<file path="src/rtl/csa_tree_pkg.sv">
package csa_tree_pkg;
  // Number of input rows; the compressor grouping below is fixed for eight.
  localparam int unsigned NUM_ROWS   = 8;
  // Rows held in each register stage of the tree.
  localparam int unsigned S1_ROWS    = 6;
  localparam int unsigned S2_ROWS    = 4;
  localparam int unsigned S3_ROWS    = 2;
  // Register stages inside the tree plus the one after the final adder.
  localparam int unsigned TREE_REGS  = 3;
  localparam int unsigned LATENCY    = TREE_REGS + 1;
endpackage

</file>
<file path="src/rtl/csa_layer.sv">
// One row of 3:2 compressor cells; the carry row leaves already aligned one bit up.
module csa_layer #(
  parameter int unsigned WIDTH = 32
) (
  input  logic [WIDTH-1:0] a,
  input  logic [WIDTH-1:0] b,
  input  logic [WIDTH-1:0] c,
  output logic [WIDTH-1:0] s,
  output logic [WIDTH-1:0] cy
);
  localparam int unsigned TOP = WIDTH - 1;

  assign cy[0] = 1'b0;

  genvar i;
  generate
    for (i = 0; i < WIDTH; i++) begin : g_sum
      assign s[i] = a[i] ^ b[i] ^ c[i];
    end
    // The majority of the top bit column would land above the row and is dropped.
    for (i = 0; i < TOP; i++) begin : g_carry
      assign cy[i+1] = (a[i] & b[i]) | (a[i] & c[i]) | (b[i] & c[i]);
    end
  endgenerate
endmodule

</file>
<file path="src/rtl/csa_pipe_stage.sv">
// Register stage for a bundle of rows plus its valid bit, frozen when en is low.
module csa_pipe_stage #(
  parameter int unsigned WIDTH = 32,
  parameter int unsigned ROWS  = 1,
  localparam int unsigned BITS = WIDTH * ROWS
) (
  input  logic            clk,
  input  logic            rst,
  input  logic            en,
  input  logic            vld_i,
  input  logic [BITS-1:0] dat_i,
  output logic            vld_o,
  output logic [BITS-1:0] dat_o
);
  always_ff @(posedge clk) begin
    if (rst) begin
      vld_o <= 1'b0;
      dat_o <= '0;
    end else if (en) begin
      vld_o <= vld_i;
      dat_o <= dat_i;
    end
  end
endmodule

</file>
<file path="src/rtl/csa_final_add.sv">
// Carry-propagate merge of the redundant sum and carry rows.
module csa_final_add #(
  parameter int unsigned WIDTH = 32
) (
  input  logic [WIDTH-1:0] sum_row,
  input  logic [WIDTH-1:0] carry_row,
  output logic [WIDTH-1:0] total
);
  assign total = sum_row + carry_row;
endmodule

</file>
<file path="src/rtl/csa_tree_pipe.sv">
module csa_tree_pipe
  import csa_tree_pkg::*;
#(
  parameter int unsigned WIDTH = 32,
  localparam int unsigned IN_BITS = NUM_ROWS * WIDTH
) (
  input  logic               clk,
  input  logic               rst,
  input  logic               in_valid,
  output logic               in_ready,
  input  logic [IN_BITS-1:0] in_rows,
  output logic               out_valid,
  input  logic               out_ready,
  output logic [WIDTH-1:0]   out_sum
);
  localparam int unsigned S1_BITS = S1_ROWS * WIDTH;
  localparam int unsigned S2_BITS = S2_ROWS * WIDTH;
  localparam int unsigned S3_BITS = S3_ROWS * WIDTH;

  // Global advance: every stage moves together unless the result is stalled.
  logic advance;
  assign advance  = ~out_valid | out_ready;
  assign in_ready = advance;

  // Split the flat input into rows.
  logic [WIDTH-1:0] row [NUM_ROWS];
  genvar k;
  generate
    for (k = 0; k < NUM_ROWS; k++) begin : g_split
      assign row[k] = in_rows[k*WIDTH +: WIDTH];
    end
  endgenerate

  // ---------------- Layer 1 ----------------
  logic [WIDTH-1:0] l1_sa, l1_ca, l1_sb, l1_cb;
  csa_layer #(.WIDTH(WIDTH)) u_l1a (
    .a(row[0]), .b(row[1]), .c(row[2]), .s(l1_sa), .cy(l1_ca));
  csa_layer #(.WIDTH(WIDTH)) u_l1b (
    .a(row[3]), .b(row[4]), .c(row[5]), .s(l1_sb), .cy(l1_cb));

  logic               st1_vld;
  logic [S1_BITS-1:0] st1_dat;
  csa_pipe_stage #(.WIDTH(WIDTH), .ROWS(S1_ROWS)) u_st1 (
    .clk(clk), .rst(rst), .en(advance), .vld_i(in_valid),
    .dat_i({row[7], row[6], l1_cb, l1_sb, l1_ca, l1_sa}),
    .vld_o(st1_vld), .dat_o(st1_dat));

  logic [WIDTH-1:0] q1 [S1_ROWS];
  generate
    for (k = 0; k < S1_ROWS; k++) begin : g_q1
      assign q1[k] = st1_dat[k*WIDTH +: WIDTH];
    end
  endgenerate

  // ---------------- Layer 2 ----------------
  // q1: 0=sum A, 1=carry A, 2=sum B, 3=carry B, 4=row6, 5=row7
  logic [WIDTH-1:0] l2_sa, l2_ca, l2_sb, l2_cb;
  csa_layer #(.WIDTH(WIDTH)) u_l2a (
    .a(q1[0]), .b(q1[1]), .c(q1[2]), .s(l2_sa), .cy(l2_ca));
  csa_layer #(.WIDTH(WIDTH)) u_l2b (
    .a(q1[4]), .b(q1[5]), .c(q1[3]), .s(l2_sb), .cy(l2_cb));

  logic               st2_vld;
  logic [S2_BITS-1:0] st2_dat;
  csa_pipe_stage #(.WIDTH(WIDTH), .ROWS(S2_ROWS)) u_st2 (
    .clk(clk), .rst(rst), .en(advance), .vld_i(st1_vld),
    .dat_i({l2_cb, l2_sb, l2_ca, l2_sa}),
    .vld_o(st2_vld), .dat_o(st2_dat));

  logic [WIDTH-1:0] q2 [S2_ROWS];
  generate
    for (k = 0; k < S2_ROWS; k++) begin : g_q2
      assign q2[k] = st2_dat[k*WIDTH +: WIDTH];
    end
  endgenerate

  // ---------------- Layers 3 and 4 ----------------
  logic [WIDTH-1:0] l3_s, l3_c, l4_s, l4_c;
  csa_layer #(.WIDTH(WIDTH)) u_l3 (
    .a(q2[0]), .b(q2[1]), .c(q2[2]), .s(l3_s), .cy(l3_c));
  csa_layer #(.WIDTH(WIDTH)) u_l4 (
    .a(l3_s), .b(l3_c), .c(q2[3]), .s(l4_s), .cy(l4_c));

  logic               st3_vld;
  logic [S3_BITS-1:0] st3_dat;
  csa_pipe_stage #(.WIDTH(WIDTH), .ROWS(S3_ROWS)) u_st3 (
    .clk(clk), .rst(rst), .en(advance), .vld_i(st2_vld),
    .dat_i({l4_c, l4_s}),
    .vld_o(st3_vld), .dat_o(st3_dat));

  // ---------------- Final addition ----------------
  logic [WIDTH-1:0] merged;
  csa_final_add #(.WIDTH(WIDTH)) u_add (
    .sum_row(st3_dat[0 +: WIDTH]),
    .carry_row(st3_dat[WIDTH +: WIDTH]),
    .total(merged));

  csa_pipe_stage #(.WIDTH(WIDTH), .ROWS(1)) u_st4 (
    .clk(clk), .rst(rst), .en(advance), .vld_i(st3_vld),
    .dat_i(merged),
    .vld_o(out_valid), .dat_o(out_sum));
endmodule

</file>
<file path="config.mk">
export PLATFORM = sky130hd
export DESIGN_NAME = csa_tree_pipe
export DESIGN_NICKNAME = d
export VERILOG_FILES = /design/src/rtl/csa_tree_pkg.sv /design/src/rtl/csa_layer.sv /design/src/rtl/csa_pipe_stage.sv /design/src/rtl/csa_final_add.sv /design/src/rtl/csa_tree_pipe.sv
export SDC_FILE = /design/constraint.sdc
export NUM_CORES = 1
export LEC_CHECK = 0
export BUFFER_PORTS_ARGS = -buffer_cell sky130_fd_sc_hd__clkbuf_2
export CELL_PAD_IN_SITES_DETAIL_PLACEMENT = 0
export CELL_PAD_IN_SITES_GLOBAL_PLACEMENT = 1
export CORE_MARGIN = 3
export CORE_UTILIZATION = 35
export DETAILED_ROUTE_END_ITERATION = 10
export PLACE_DENSITY_LB_ADDON = 0.2
export SLEW_MARGIN = 15
export SYNTH_ARGS = -nofsm -noshare
export SYNTH_HDL_FRONTEND = slang
export SYNTH_SLANG_ARGS = --single-unit
export TNS_END_PERCENT = 10
</file>
<file path="constraint.sdc">
create_clock -name clk -period 4.7 [get_ports clk]
set_clock_uncertainty 0.05 [all_clocks]
set_input_delay 0.94 -clock clk [delete_from_list [all_inputs] [get_ports clk]]
set_output_delay 0.94 -clock clk [all_outputs]
set_load 0.05 [all_outputs]
</file>
# After elaboration in Yosys (flattened, before gate mapping)
# Index checks and enable logic that the tools add are counted.
word_totals:
  wordCells: 1303
  mem_bits_ro: 0
  ff_bits: 414
  ram_bits: 0
  latch_bits: 0
  output_inout_bits: 34
  in_bits: 260
  mem_count: 0
op_classes:
  eq_ne: 0
  magnitude_cmp: 0
  addsub: 1
  muxes: 0
  n_mul: 0
  n_shift: 0
  n_bitwise: 1294
  n_reduce_logical: 0
  div: 0
op_table:
  columns: ["op", "n"]
  rows:
  - ["$and A1 B1 Y1", 549]
  - ["$xor A1 B1 Y1", 379]
  - ["$or A1 B1 Y1", 365]
  - ["$add A32 B32 Y32", 1]
  - ["$not A1 Y1", 1]

# Longest topological paths before layout
# Gate-level depths: netlist (run 1).
logic_depth:
  ltp_word: 6
  mapped_depth: 10
  mapped_depth_nobuf: 10

# Cells and area by module
# From an unflattened synthesis (run 1), not the netlist that was laid out.
hier_totals:
  cells_unflattened: 1834
  hier_area_um2: 21185.3
modules_own_cells:
  columns: ["mod", "area_each_um2", "n_inst", "seq_area_each_um2", "cells_each"]
  rows:
  - ["csa_pipe_stage (u_st1)", 6976.7, 1, 3863.7, 622]
  - ["csa_pipe_stage (u_st2)", 4678.2, 1, 2582.5, 416]
  - ["csa_layer", 655.6, 6, 0.0, 34]
  - ["csa_pipe_stage (u_st3)", 2342.2, 1, 1301.2, 209]
  - ["csa_final_add", 2045.7, 1, 0.0, 275]
  - ["csa_pipe_stage (u_st4)", 1202.4, 1, 660.6, 107]
  - ["csa_tree_pipe", 6.3, 1, 0.0, 1]

# Worst setup path before layout (run 1)
# OpenSTA, ideal clock, no wires.
synth_path:
  path_type: "input-to-output"
  from: "input port out_ready"
  to: "output port in_ready"
  n_path_buf: 3
  stages: 5
  slack_ns: 1.583
  arrival_time_ns: 2.127
  t_required_ns: 3.710
  path_cell_list: "nor2b_1 > clkbuf_1 > inv_2 > clkbuf_1 > clkbuf_1"
synth_between:
  elab_chain_cells: 1
synth_rtl:
  columns: ["item", "line_no", "text"]
  rows:
  - ["start, declared", "csa_tree_pipe.sv:13", "input logic out_ready,"]
  - ["$or A1 B1 Y1", "csa_tree_pipe.sv:22", "assign advance = ~out_valid | out_ready;"]
  - ["end, declared", "csa_tree_pipe.sv:10", "output logic in_ready,"]
# Every way passes these cells.

# Worst setup path in the final report (run 1)
# Ends and elaborated chain as after synthesis.

==> results of run 1 <==
[logic make-up (layout without fill, tap and decap cells)]
kind of cell / Yosys count / in the layout / synth area share
fa+ha+maj: 215 / 215 / 0.210
compound gates: 511 / 511 / 0.141
xor+xnor: 27 / 27 / 0.0122
buf+inv: 158 / 401 / 0.0306
mux: 2 / 2 / 0.00103
flops: 414 / 414 / 0.427
simple gates: 887 / 887 / 0.178
[placed cells by master, fill, tap and decap left out, types with 4 or more instances in the layout]
cell type	Yosys	final
sky130_fd_sc_hd__buf_12	0	4
sky130_fd_sc_hd__nand2_1	806	806
sky130_fd_sc_hd__fa_1	183	183
sky130_fd_sc_hd__a21oi_1	424	424
sky130_fd_sc_hd__clkbuf_8	0	14
sky130_fd_sc_hd__a21o_1	8	8
sky130_fd_sc_hd__nor3_1	8	8
sky130_fd_sc_hd__o21bai_1	4	4
sky130_fd_sc_hd__nand3_1	14	14
sky130_fd_sc_hd__nor2_1	23	23
sky130_fd_sc_hd__o2111ai_1	5	5
sky130_fd_sc_hd__nand2b_1	5	5
sky130_fd_sc_hd__clkbuf_1	133	16
sky130_fd_sc_hd__buf_4	0	5
sky130_fd_sc_hd__clkbuf_2	0	292
sky130_fd_sc_hd__xor2_1	6	6
sky130_fd_sc_hd__nand4_1	10	10
sky130_fd_sc_hd__xnor2_1	21	21
sky130_fd_sc_hd__o21a_1	8	8
sky130_fd_sc_hd__a211oi_1	8	8
sky130_fd_sc_hd__ha_1	32	32
sky130_fd_sc_hd__clkbuf_16	0	47
sky130_fd_sc_hd__inv_1	14	14
sky130_fd_sc_hd__dfxtp_1	414	414
sky130_fd_sc_hd__o211ai_1	8	8
sky130_fd_sc_hd__o21ai_0	29	29
[metal layers]
metal | vias to the layer above | global-route usage
met5 | - | 0
met4 | 0 | 0.0397
met3 | 46 | 0.0239
met2 | 238 | 0.243
met1 | 7179 | 0.268
li1 | 7659 | -
[report_power, final]
part           total (mW)  switching, mW  internal [mW]
Clock                3.48           1.42           2.06
Sequential           4.16          0.271           3.89
Combinational        1.74           1.05          0.694
Total                9.38           2.74           6.64
[sequential cells by signal, indices dropped and copies added, names as in the netlist]
signal	cells
u_st3.dat_o	62
u_st3.vld_o	1
u_st4.dat_o	32
u_st4.vld_o	1
u_st1.vld_o	1
u_st2.dat_o	126
u_st2.vld_o	1
u_st1.dat_o	190
[critical path, cell delays in order]
cell and delay [ps]:
sky130_fd_sc_hd__clkbuf_2 100, sky130_fd_sc_hd__nor2b_4 50, sky130_fd_sc_hd__inv_8 500, sky130_fd_sc_hd__clkbuf_2 410
[worst paths after layout]
| check | end | startpoint | slack (ps) | cells after the start |
|---|---|---|---|---|
| max | in_ready | out_ready | 1690 | 4 |
| min | u_st4.dat_o[0] | u_st4.dat_o[0] | 400 | 2 |
| max reg2reg | u_st4.dat_o[28] | u_st3.dat_o[2] | 1850 | 10 |
| min reg2reg | u_st4.dat_o[0] | u_st4.dat_o[0] | 400 | 2 |
[final cells by class]
| cell class | count | area, um2 | share of cell area |
|---|---|---|---|
| clock buffers | 77 | 1430 | 0.0624 |
| flip-flops and latches | 414 | 8290 | 0.362 |
| repair buffers | 303 | 1620 | 0.0709 |
| multi-input cells | 1642 | 10500 | 0.460 |
| well taps | 739 | 925 | 0.0404 |
| inverters | 16 | 67.6 | 0.00295 |
| clock inverters | 5 | 32.5 | 0.00142 |
==> metrics.csv, run 1 <==
metric;value;unit
wire length of the first global-routing pass;79800;um
classification of the worst-slack hold path;reg -> reg;
top area cells in the synthesized netlist;sky130_fd_sc_hd__dfxtp_1, sky130_fd_sc_hd__fa_1, sky130_fd_sc_hd__nand2_1, sky130_fd_sc_hd__a21oi_1, sky130_fd_sc_hd__clkbuf_1;
Synthesis Warnings;0;
HPWL after DPL;35000;um
period utilisation layout;0.639;
count of final hold-check violations;0;
most used standard cells in the synthesized netlist;sky130_fd_sc_hd__nand2_1, sky130_fd_sc_hd__a21oi_1, sky130_fd_sc_hd__dfxtp_1;
deepest level of the CTS H-tree;2;
Rel. slew slack;0.328;
Critical Path RT;3710;ps
post-cts resize count;0;
ys async rst share;0;
fin nets;2898;
Remaining Overflow, GRT;0;
post-synthesis to final-layout area growth;18.0;%
count of clock tree sinks;414;
ANT nets after route;0;
post-CTS setup buffer count;0;
Setup CP Type;in -> out;
utilization of the core after routing;0.421;
die footprint;58300;um2
placer congestion estimate;0.760;
clock insertion delay at the later pin of the skew report;570;ps
share of post-route cells with drive strength above 1;0.155;
top_reg_cell synth;sky130_fd_sc_hd__dfxtp_1;
Place WS;1330;ps
clk buf depth;3;
DR iter-0 viols;959;
Synth top area share;0.427;
largest driver fanout on the critical path;147;
worst vdd ir;229;uV
post-route insts no fill;3196;
floorplan core area;54300;um2
arrival time at the worst endpoint;2020;ps
Worst Setup End Kind;primary output;
number of hold buffers added after CTS;0;
Placement Rows;85;
clock buffers created by TritonCTS;46;
Post-synth EDFFs;0;
TritonCTS clock tree;built;
detailed route wirelength on metal2;20800;um
Critical Path Start Type;primary input;
global-route total usage across every layer;0.170;
width of the die;241;um
run status;finished, final reports clean;
Cell variety after synth;47;
total wire length after detailed routing;49800;um
Synth area leader;sky130_fd_sc_hd__dfxtp_1;
cell area after synthesis;19400;um2
diode count;0;
post-synthesis average cell area;8.76;um2
number of vias in the routed layout;15100;
I/O pins;294;
Seq/Total Area, Yosys;0.427;
Clock Tree Root;sky130_fd_sc_hd__clkbuf_16;
#FFs+latches synth;414;
post-synth net total;2689;
Maximum Capacitance Violations;0;
max-slew violation total from the final report;0;
clock input transition at the sequential cells of the worst setup and hold paths;60;ps
port buffer count;293;
starting density of the core;0.357;
setup repair after global routing missed its margin;false;
Cells after Synth;2214;
number of antenna violations at the first check in global routing;0;
shortest clock period the worst path allows after layout;3010;ps
Initial DRT Pass Iterations;5;
highest metal layer used by the detailed router;met4;
Worst Hold Slack;398;ps
power per unit of standard cell area;410;nW/um2
final total negative setup slack;0;ps
Leak;9.83;nW
detailed-routed wire length on met3;1800;um
instance area after placement;21400;um2
Routed WL per cell;15.6;um
worst setup margin;1690;ps
achievable clock frequency;333;MHz
layout filler cell count;5537;
total placed cells including tap cells;3113;
Final Power;9.38;mW
final design instance area without fill;22900;um2
total setup violations reported at the end of the flow;0;
via density per instance;4.73;
total DRC errors in the routed layout;0;
largest net degree at the start of global routing;201;
vertical die dimension;241;um
most common cell in the synthesized netlist;sky130_fd_sc_hd__nand2_1;
measured slew at the worst slew-check pin;1010;ps
Metal-1 WL;26500;um
via count of the first global-routing pass;15000;
(Power assumes the default switching activity.)
==> run 2, diff against run 1 <==
==> constraint.sdc (replaced) <==
create_clock -name clk -period 2.9 [get_ports clk]
set_clock_uncertainty 0.05 [all_clocks]
set_input_delay 0.58 -clock clk [delete_from_list [all_inputs] [get_ports clk]]
set_output_delay 0.58 -clock clk [all_outputs]
set_load 0.05 [all_outputs]
==> run 2 against run 1 <==
Core utilization up 0.47 points. Hold slack worse by 220 ps. Global-route usage up 0.13 points. Largest power group unchanged. Routed wire length up 0.96%. Critical endpoint is now u_st4.dat_o[22]. First-iteration DRC count down 18%. Sequential power up 62%. Cell count up 0.28%. Highest routed layer unchanged. Combinational power up 66%. Register-to-register slack worse by 1700 ps. Clock power up 72%. Critical path depth up 6.
==> metrics.csv, run 2 (same netlist as run 1, synthesis figures left out) <==
metric;value;unit;change
post-route insts no fill;3205;;+0.28%
starting density of the core;0.357;;unchanged
Routed WL per cell;15.7;um;+0.68%
floorplan core area;54300;um2;unchanged
Initial DRT Pass Iterations;5;;unchanged
total DRC errors in the routed layout;0;;unchanged
Remaining Overflow, GRT;0;;unchanged
worst vdd ir;324;uV;+41%
ANT nets after route;0;;unchanged
shortest clock period the worst path allows after layout;2780;ps;
net switching share of the total power;0.293;;+0.00111
leading cell type in the layout, fill and taps excluded;sky130_fd_sc_hd__nand2_1;;
DR iter-0 viols;791;;-18%
die footprint;58300;um2;unchanged
clock buffers created by TritonCTS;48;;+4.3%
biggest regs;u_st1.dat_o: 190 flops, u_st2.dat_o: 126 flops, u_st3.dat_o: 62 flops;;
wire length of the first global-routing pass;80500;um;+0.87%
width of the die;241;um;unchanged
delay of the slowest cell on the worst path;410;ps;-90 ps
instance area after placement;21500;um2;+0.69%
share of post-route cells with drive strength above 1;0.163;;+0.00795
arrival time at the worst endpoint;3210;ps;+1190 ps
number of antenna violations at the first check in global routing;1;;+1
number of hold buffers added after CTS;0;;unchanged
CP cell instances;ha_1, inv_1, fa_1, nor2b_2, o2111ai_2, a31oi_4, o211ai_2, o21a_1, or3_1, a311oi_2;;
Maximum Capacitance Violations;0;;unchanged
clock insertion delay at the later pin of the skew report;580;ps;about the same
Worst Hold End;u_st1.dat_o[179];;
largest net degree at the start of global routing;168;;-16%
register with the most flip-flops;u_st1.dat_o;;
via density per instance;4.72;;-0.26%
I/O pins;294;;unchanged
achievable clock frequency;360;MHz;
Clock Tree Root;sky130_fd_sc_hd__clkbuf_16;;
post-CTS setup buffer count;0;;unchanged
clk buf depth;3;;unchanged
Critical Path RT;3330;ps;-380 ps
combinational power share;0.185;;about the same
total placed cells including tap cells;3121;;+0.26%
total wire length after detailed routing;50300;um;+0.96%
detailed route wirelength on metal2;20900;um;+0.89%
beginning of the worst hold path;in_rows[243];;
worst reg2reg setup slack;120;ps;-1730 ps
proportion of power drawn by flip-flops and latches;0.431;;-0.013
Critical Path Start Type;register;;
FF-to-FF End;u_st4.dat_o[22];;
via count of the first global-routing pass;15200;;+1.1%
commonest cells after routing, fill and taps aside;sky130_fd_sc_hd__nand2_1, sky130_fd_sc_hd__a21oi_1, sky130_fd_sc_hd__dfxtp_1;;
period utilisation layout;0.958;;
max-slew violation total from the final report;0;;unchanged
power dissipated by switching net loads;4.58;mW;+67%
Worst Hold Slack;176;ps;-221 ps
Placement Rows;85;;unchanged
CP max-delay cell;sky130_fd_sc_hd__fa_1;;
layout filler cell count;5492;;-0.81%
largest driver fanout on the critical path;4;;-97%
startpoint of the worst-slack reg-to-reg timing path;u_st3.dat_o[2];;
Metal-1 WL;26300;um;-1.0%
final design instance area without fill;23100;um2;+1.1%
worst reg-to-reg path cell count;10;;unchanged
design internal power;11.0;mW;+66%
Min-Delay Path Depth;3;;+1
measured slew at the worst slew-check pin;1050;ps;+42.5 ps
share of power burned in the clock network;0.384;;+0.013
detailed-routed wire length on met3;2230;um;+24%
Worst Setup End Kind;register;;
count of clock tree sinks;414;;unchanged
flip-flop count of the largest register after layout;190;;unchanged
run status;finished, final reports clean;;
total setup violations reported at the end of the flow;0;;unchanged
placer congestion estimate;0.807;;+6.2%
number of vias in the routed layout;15100;;+0.020%
diode count;0;;unchanged
classification of the worst-slack hold path;in -> reg;;
Setup CP Type;reg -> reg;;
highest metal layer used by the detailed router;met4;;
worst setup margin;123;ps;-1570 ps
port buffer count;293;;unchanged
vertical die dimension;241;um;unchanged
post-synthesis to final-layout area growth;19.3;%;
Leak;9.95;nW;+1.2%
count of final hold-check violations;0;;unchanged
Place WS;167;ps;-1160 ps
HPWL after DPL;36000;um;+3.0%
clock input transition at the sequential cells of the worst setup and hold paths;60;ps;about the same
global-route total usage across every layer;0.171;;+0.00127
fin nets;2907;;+0.31%
power per unit of standard cell area;675;nW/um2;+65%
deepest level of the CTS H-tree;2;;unchanged
TritonCTS clock tree;built;;
Rel. slew slack;0.299;;-0.0284
run 2: cell types whose count changed in the layout (fill, tap and decap cells not counted), moves of 2 or more:
cell and delta:
sky130_fd_sc_hd__buf_12 +7, sky130_fd_sc_hd__clkinvlp_4 +2, sky130_fd_sc_hd__bufinv_16 +2, sky130_fd_sc_hd__clkbuf_16 +2, sky130_fd_sc_hd__clkinv_2 +5, sky130_fd_sc_hd__clkbuf_1 -9
run 2: final cells by class:
cell class              count  area, um2  area share
clock inverters            15        141     0.00611
repair buffers            310       1740      0.0753
clock buffers              69       1430      0.0619
multi-input cells        1642      10500       0.456
well taps                 739        925      0.0400
flip-flops and latches    414       8290       0.358
inverters                  16       67.6     0.00292
run 2: what timing repair did:
action | 4_1_cts | 5_1_grt
setup endpoints to repair | 0 | 2
gates resized for setup | 0 | 5
endpoints found under the hold margin | 0 | 0
run 2: critical path: cells and delay by family, from the launching register on:
family / cells / cell delay (ps)
AO/OA/AOI/OAI: 5 / 1110
adder cells (fa/ha/maj): 2 / 580
buffers and inverters: 1 / 60
flip-flops: 1 / 330
AND/OR/NAND/NOR: 2 / 540
run 2: worst max path at each step:
stage | to | cells after the start | slack, ps | start
2_1_floorplan | in_ready | 5 | 450 | u_st4.vld_o
3_3_place_gp | u_st4.dat_o[28] | 10 | 180 | u_st3.dat_o[2]
3_5_place_dp | u_st4.dat_o[28] | 10 | 170 | u_st3.dat_o[2]
4_1_cts | u_st4.dat_o[28] | 10 | 120 | u_st3.dat_o[2]
5_1_grt | u_st4.dat_o[22] | 10 | -50 | u_st3.dat_o[34]
6_report | u_st4.dat_o[22] | 10 | 120 | u_st3.dat_o[2]
run 2: power groups by stage:
stage	clock, mW	sequential [mW]	combinational, mW
2_1_floorplan	0	7.04	1.59
3_3_place_gp	0	6.83	2.90
3_5_place_dp	0	6.86	2.89
4_1_cts	6.22	6.74	2.92
5_1_grt	6.43	6.81	3.28
6_report	6.00	6.73	2.88
run 2: stage by stage:
stage                util  power (mW)  TNS [ps]
floorplan               -        8.63         0
global placement    0.396        9.73         0
detailed placement  0.396        9.75         0
CTS                 0.425        15.9         0
global route        0.426        16.5     -49.8
finish              0.426        15.6         0
run 2: layer usage:
layer / global-route usage / vias to the layer above
met4: 0.0435 / 0
li1: - / 7660
met5: 0 / -
met3: 0.0255 / 61
met1: 0.269 / 7132
met2: 0.244 / 272
==> run 3, diff against run 2 <==
--- a/config.mk
+++ b/config.mk
@@ -15,5 +15,6 @@
 export SLEW_MARGIN = 15
 export SYNTH_ARGS = -nofsm -noshare
 export SYNTH_HDL_FRONTEND = slang
+export SYNTH_HIERARCHICAL = 1
 export SYNTH_SLANG_ARGS = --single-unit
 export TNS_END_PERCENT = 10
==> run 3 against run 2 <==
Synthesized area rose by 9.2%. Register-to-register slack hardly changed. Setup slack better by 7.2 ps. Critical path type unchanged. Highest routed layer unchanged.
==> metrics.csv, run 3 <==
metric;value;unit;change
run status;finished, final reports clean;;
met3 global-route usage;0.0244;;-0.00107
met2 Resource Use GR;0.291;;+0.0468
number of antenna violations at the first check in global routing;1;;unchanged
power per unit of standard cell area;680;nW/um2;+0.86%
layout filler cell count;5774;;+5.1%
Worst Setup End Kind;register;;
die footprint;63500;um2;+9.0%
period utilisation layout;0.955;;-0.00248
placer congestion estimate;0.812;;+0.66%
Stages on worst setup path;10;;unchanged
CP max-delay cell;sky130_fd_sc_hd__fa_1;;
commonest cells after routing, fill and taps aside;sky130_fd_sc_hd__nor2_1, sky130_fd_sc_hd__mux2i_1, sky130_fd_sc_hd__dfxtp_1;;
max-slew violation total from the final report;0;;unchanged
TritonCTS clock tree;built;;
measured slew at the worst slew-check pin;605;ps;-446 ps
I/O pins;294;;unchanged
ANT nets after route;0;;unchanged
post-synthesis average cell area;11.6;um2;+32%
leading cell type in the layout, fill and taps excluded;sky130_fd_sc_hd__nor2_1;;
number of buffer and inverter instances along the worst setup path;0;;-1
arrival time at the worst endpoint;3180;ps;-30 ps
largest driver fanout on the critical path;4;;unchanged
utilization of the core after routing;0.413;;-0.0129
shortest clock period the worst path allows after layout;2770;ps;-7.18 ps
Min-Delay Path Depth;3;;unchanged
Rel. slew slack;0.586;;+0.287
top area cells in the synthesized netlist;sky130_fd_sc_hd__dfxtp_1, sky130_fd_sc_hd__mux2i_1, sky130_fd_sc_hd__fa_1, sky130_fd_sc_hd__nor2_1, sky130_fd_sc_hd__buf_12;;
Seq/Total Area, Yosys;0.397;;-0.0304
width of the die;252;um;+4.4%
Routed WL per cell;17.8;um;+13%
final total negative setup slack;0;ps;unchanged
setup repair after global routing missed its margin;false;;
delay of the slowest cell on the worst path;410;ps;about the same
Maximum Capacitance Violations;0;;unchanged
Cells after Synth;1834;;-17%
kind of cell adding the most delay to the critical path;compound AO/OA/AOI/OAI gates;;
Remaining Overflow, GRT;0;;unchanged
count of final hold-check violations;0;;unchanged
Initial DRT Pass Iterations;5;;unchanged
number of vias in the routed layout;13500;;-11%
fin nets;2568;;-12%
launch point of the critical path;u_st3/dat_o[0];;
classification of the worst-slack hold path;in -> reg;;
flip-flop count of the largest register after layout;192;;+1.1%
Post-synth EDFFs;0;;unchanged
share of post-route cells with drive strength above 1;0.194;;+0.0318
clock buffers created by TritonCTS;50;;+4.2%
global-route met1 utilization;0.205;;-0.0636
biggest regs;u_st1/dat_o: 192 flops, u_st2/dat_o: 128 flops, u_st3/dat_o: 64 flops;;
starting density of the core;0.356;;-0.000610
Synthesis Warnings;6;;+6
startpoint of the worst-slack reg-to-reg timing path;u_st3/dat_o[0];;
cell area after synthesis;21200;um2;+9.2%
#FFs+latches synth;420;;+1.4%
Clock Tree Root;sky130_fd_sc_hd__clkbuf_16;;
Setup CP Type;reg -> reg;;
Critical Path Start Type;register;;
worst vdd ir;382;uV;+18%
largest net degree at the start of global routing;81;;-52%
global-route total usage across every layer;0.162;;-0.00892
clk buf depth;3;;unchanged
achievable clock frequency;361;MHz;+0.26%
register with the most flip-flops;u_st1/dat_o;;
most used standard cells in the synthesized netlist;sky130_fd_sc_hd__nor2_1, sky130_fd_sc_hd__mux2i_1, sky130_fd_sc_hd__dfxtp_1;;
number of hold buffers added after CTS;0;;unchanged
CP cell instances;ha_1, fa_1, a21o_1, a311o_1, nand4_1, a211oi_1, o41ai_1, xnor2_1, mux2i_1, nor2_1;;
clock input transition at the sequential cells of the worst setup and hold paths;60;ps;about the same
top_reg_cell synth;sky130_fd_sc_hd__dfxtp_1;;
DR iter-0 viols;641;;-19%
beginning of the worst hold path;in_rows[192];;
most congested layer reported by global routing;met2;;
Placement Rows;89;;+4.7%
clock insertion delay at the later pin of the skew report;580;ps;about the same
worst reg-to-reg path cell count;10;;unchanged
floorplan core area;59500;um2;+9.4%
Synth top area share;0.397;;-0.0304
Synth area leader;sky130_fd_sc_hd__dfxtp_1;;
post-synthesis to final-layout area growth;15.9;%;
port buffer count;293;;unchanged
HPWL after DPL;39600;um;+10%
total setup violations reported at the end of the flow;0;;unchanged
wire length of the first global-routing pass;80500;um;about the same
ys async rst share;0;;unchanged
vertical die dimension;252;um;+4.4%
worst reg2reg setup slack;130;ps;about the same
count of clock tree sinks;420;;+1.4%
via count of the first global-routing pass;14000;;-7.9%
Cell variety after synth;74;;+57%
deepest level of the CTS H-tree;2;;unchanged
post-synth net total;2312;;-14%
total wire length after detailed routing;51700;um;+2.7%
diode count;0;;unchanged
via density per instance;4.66;;-1.2%
total DRC errors in the routed layout;0;;unchanged
most common cell in the synthesized netlist;sky130_fd_sc_hd__nor2_1;;
Critical Path RT;3310;ps;-20 ps
Leak;13.5;nW;+36%
post-CTS setup buffer count;0;;unchanged
-- run 3: tightest hold or removal path, delay by kind of cell --
family	cells	cell delay, ps
buffers and inverters	1	70
multiplexers	1	50
AND/OR/NAND/NOR	1	70
-- run 3: cells by family after synthesis --
| family | synth area share |
|---|---|
| adders and majority gates | 0.195 |
| and+or+nand+nor | 0.0970 |
| muxes | 0.201 |
| DFF | 0.397 |
| xor gates and xnor gates | 0.0162 |
| buffers and inverters | 0.0558 |
| other | 0.00106 |
| AOI/OAI and AO/OA | 0.0371 |
-- run 3: per-layer routing --
layer | routed length [um] | vias up
met2 | 26600 | 266
met5 | 0 | -
met1 | 22200 | 6519
met4 | 899 | 0
met3 | 1950 | 57
li1 | - | 6690
-- run 3: final timing paths --
check                     endpoint
hold / removal    u_st1/dat_o[128]
setup reg to reg   u_st4/dat_o[18]
setup / recovery   u_st4/dat_o[18]
hold reg to reg    u_st3/dat_o[58]
-- run 3: report_power, final --
| group | total, mW | leakage (nW) | internal [mW] | switching, mW |
|---|---|---|---|---|
| clock network | 6.49 | 0.860 | 4.00 | 2.49 |
| registers | 6.87 | 3.47 | 6.40 | 0.472 |
| logic | 3.35 | 9.18 | 1.43 | 1.92 |
-- run 3: repair_timing --
item | in CTS | in global routing
setup endpoints to repair | 0 | 2
resized for setup | 0 | 2
endpoints found under the hold margin | 0 | 0
-- run 3: area by class of cell --
type	instances	area (um2)	area share
Multi-Input combinational cell	1293	11600	0.473
Sequential cell	420	8410	0.342
Timing Repair Buffer	314	1780	0.0727
Clock buffer	77	1580	0.0642
Tap cell	773	967	0.0394
Clock inverter	15	163	0.00663
Inverter	11	41.3	0.00168
-- run 3: stage by stage --
| stage | hold WS, ps | area (um2) | setup WS, ps | total power, mW | instances |
|---|---|---|---|---|---|
| floorplan | 410 | 21200 | 342 | 9.14 | 1834 |
| global placement | 429 | 22800 | 108 | 10.4 | 2811 |
| detailed placement | 440 | 22800 | 152 | 10.5 | 2811 |
| CTS | 148 | 24500 | 109 | 17.1 | 2903 |
| global route | 168 | 24500 | 1.79 | 17.7 | 2903 |
| finish | 190 | 24500 | 130 | 16.7 | 2903 |
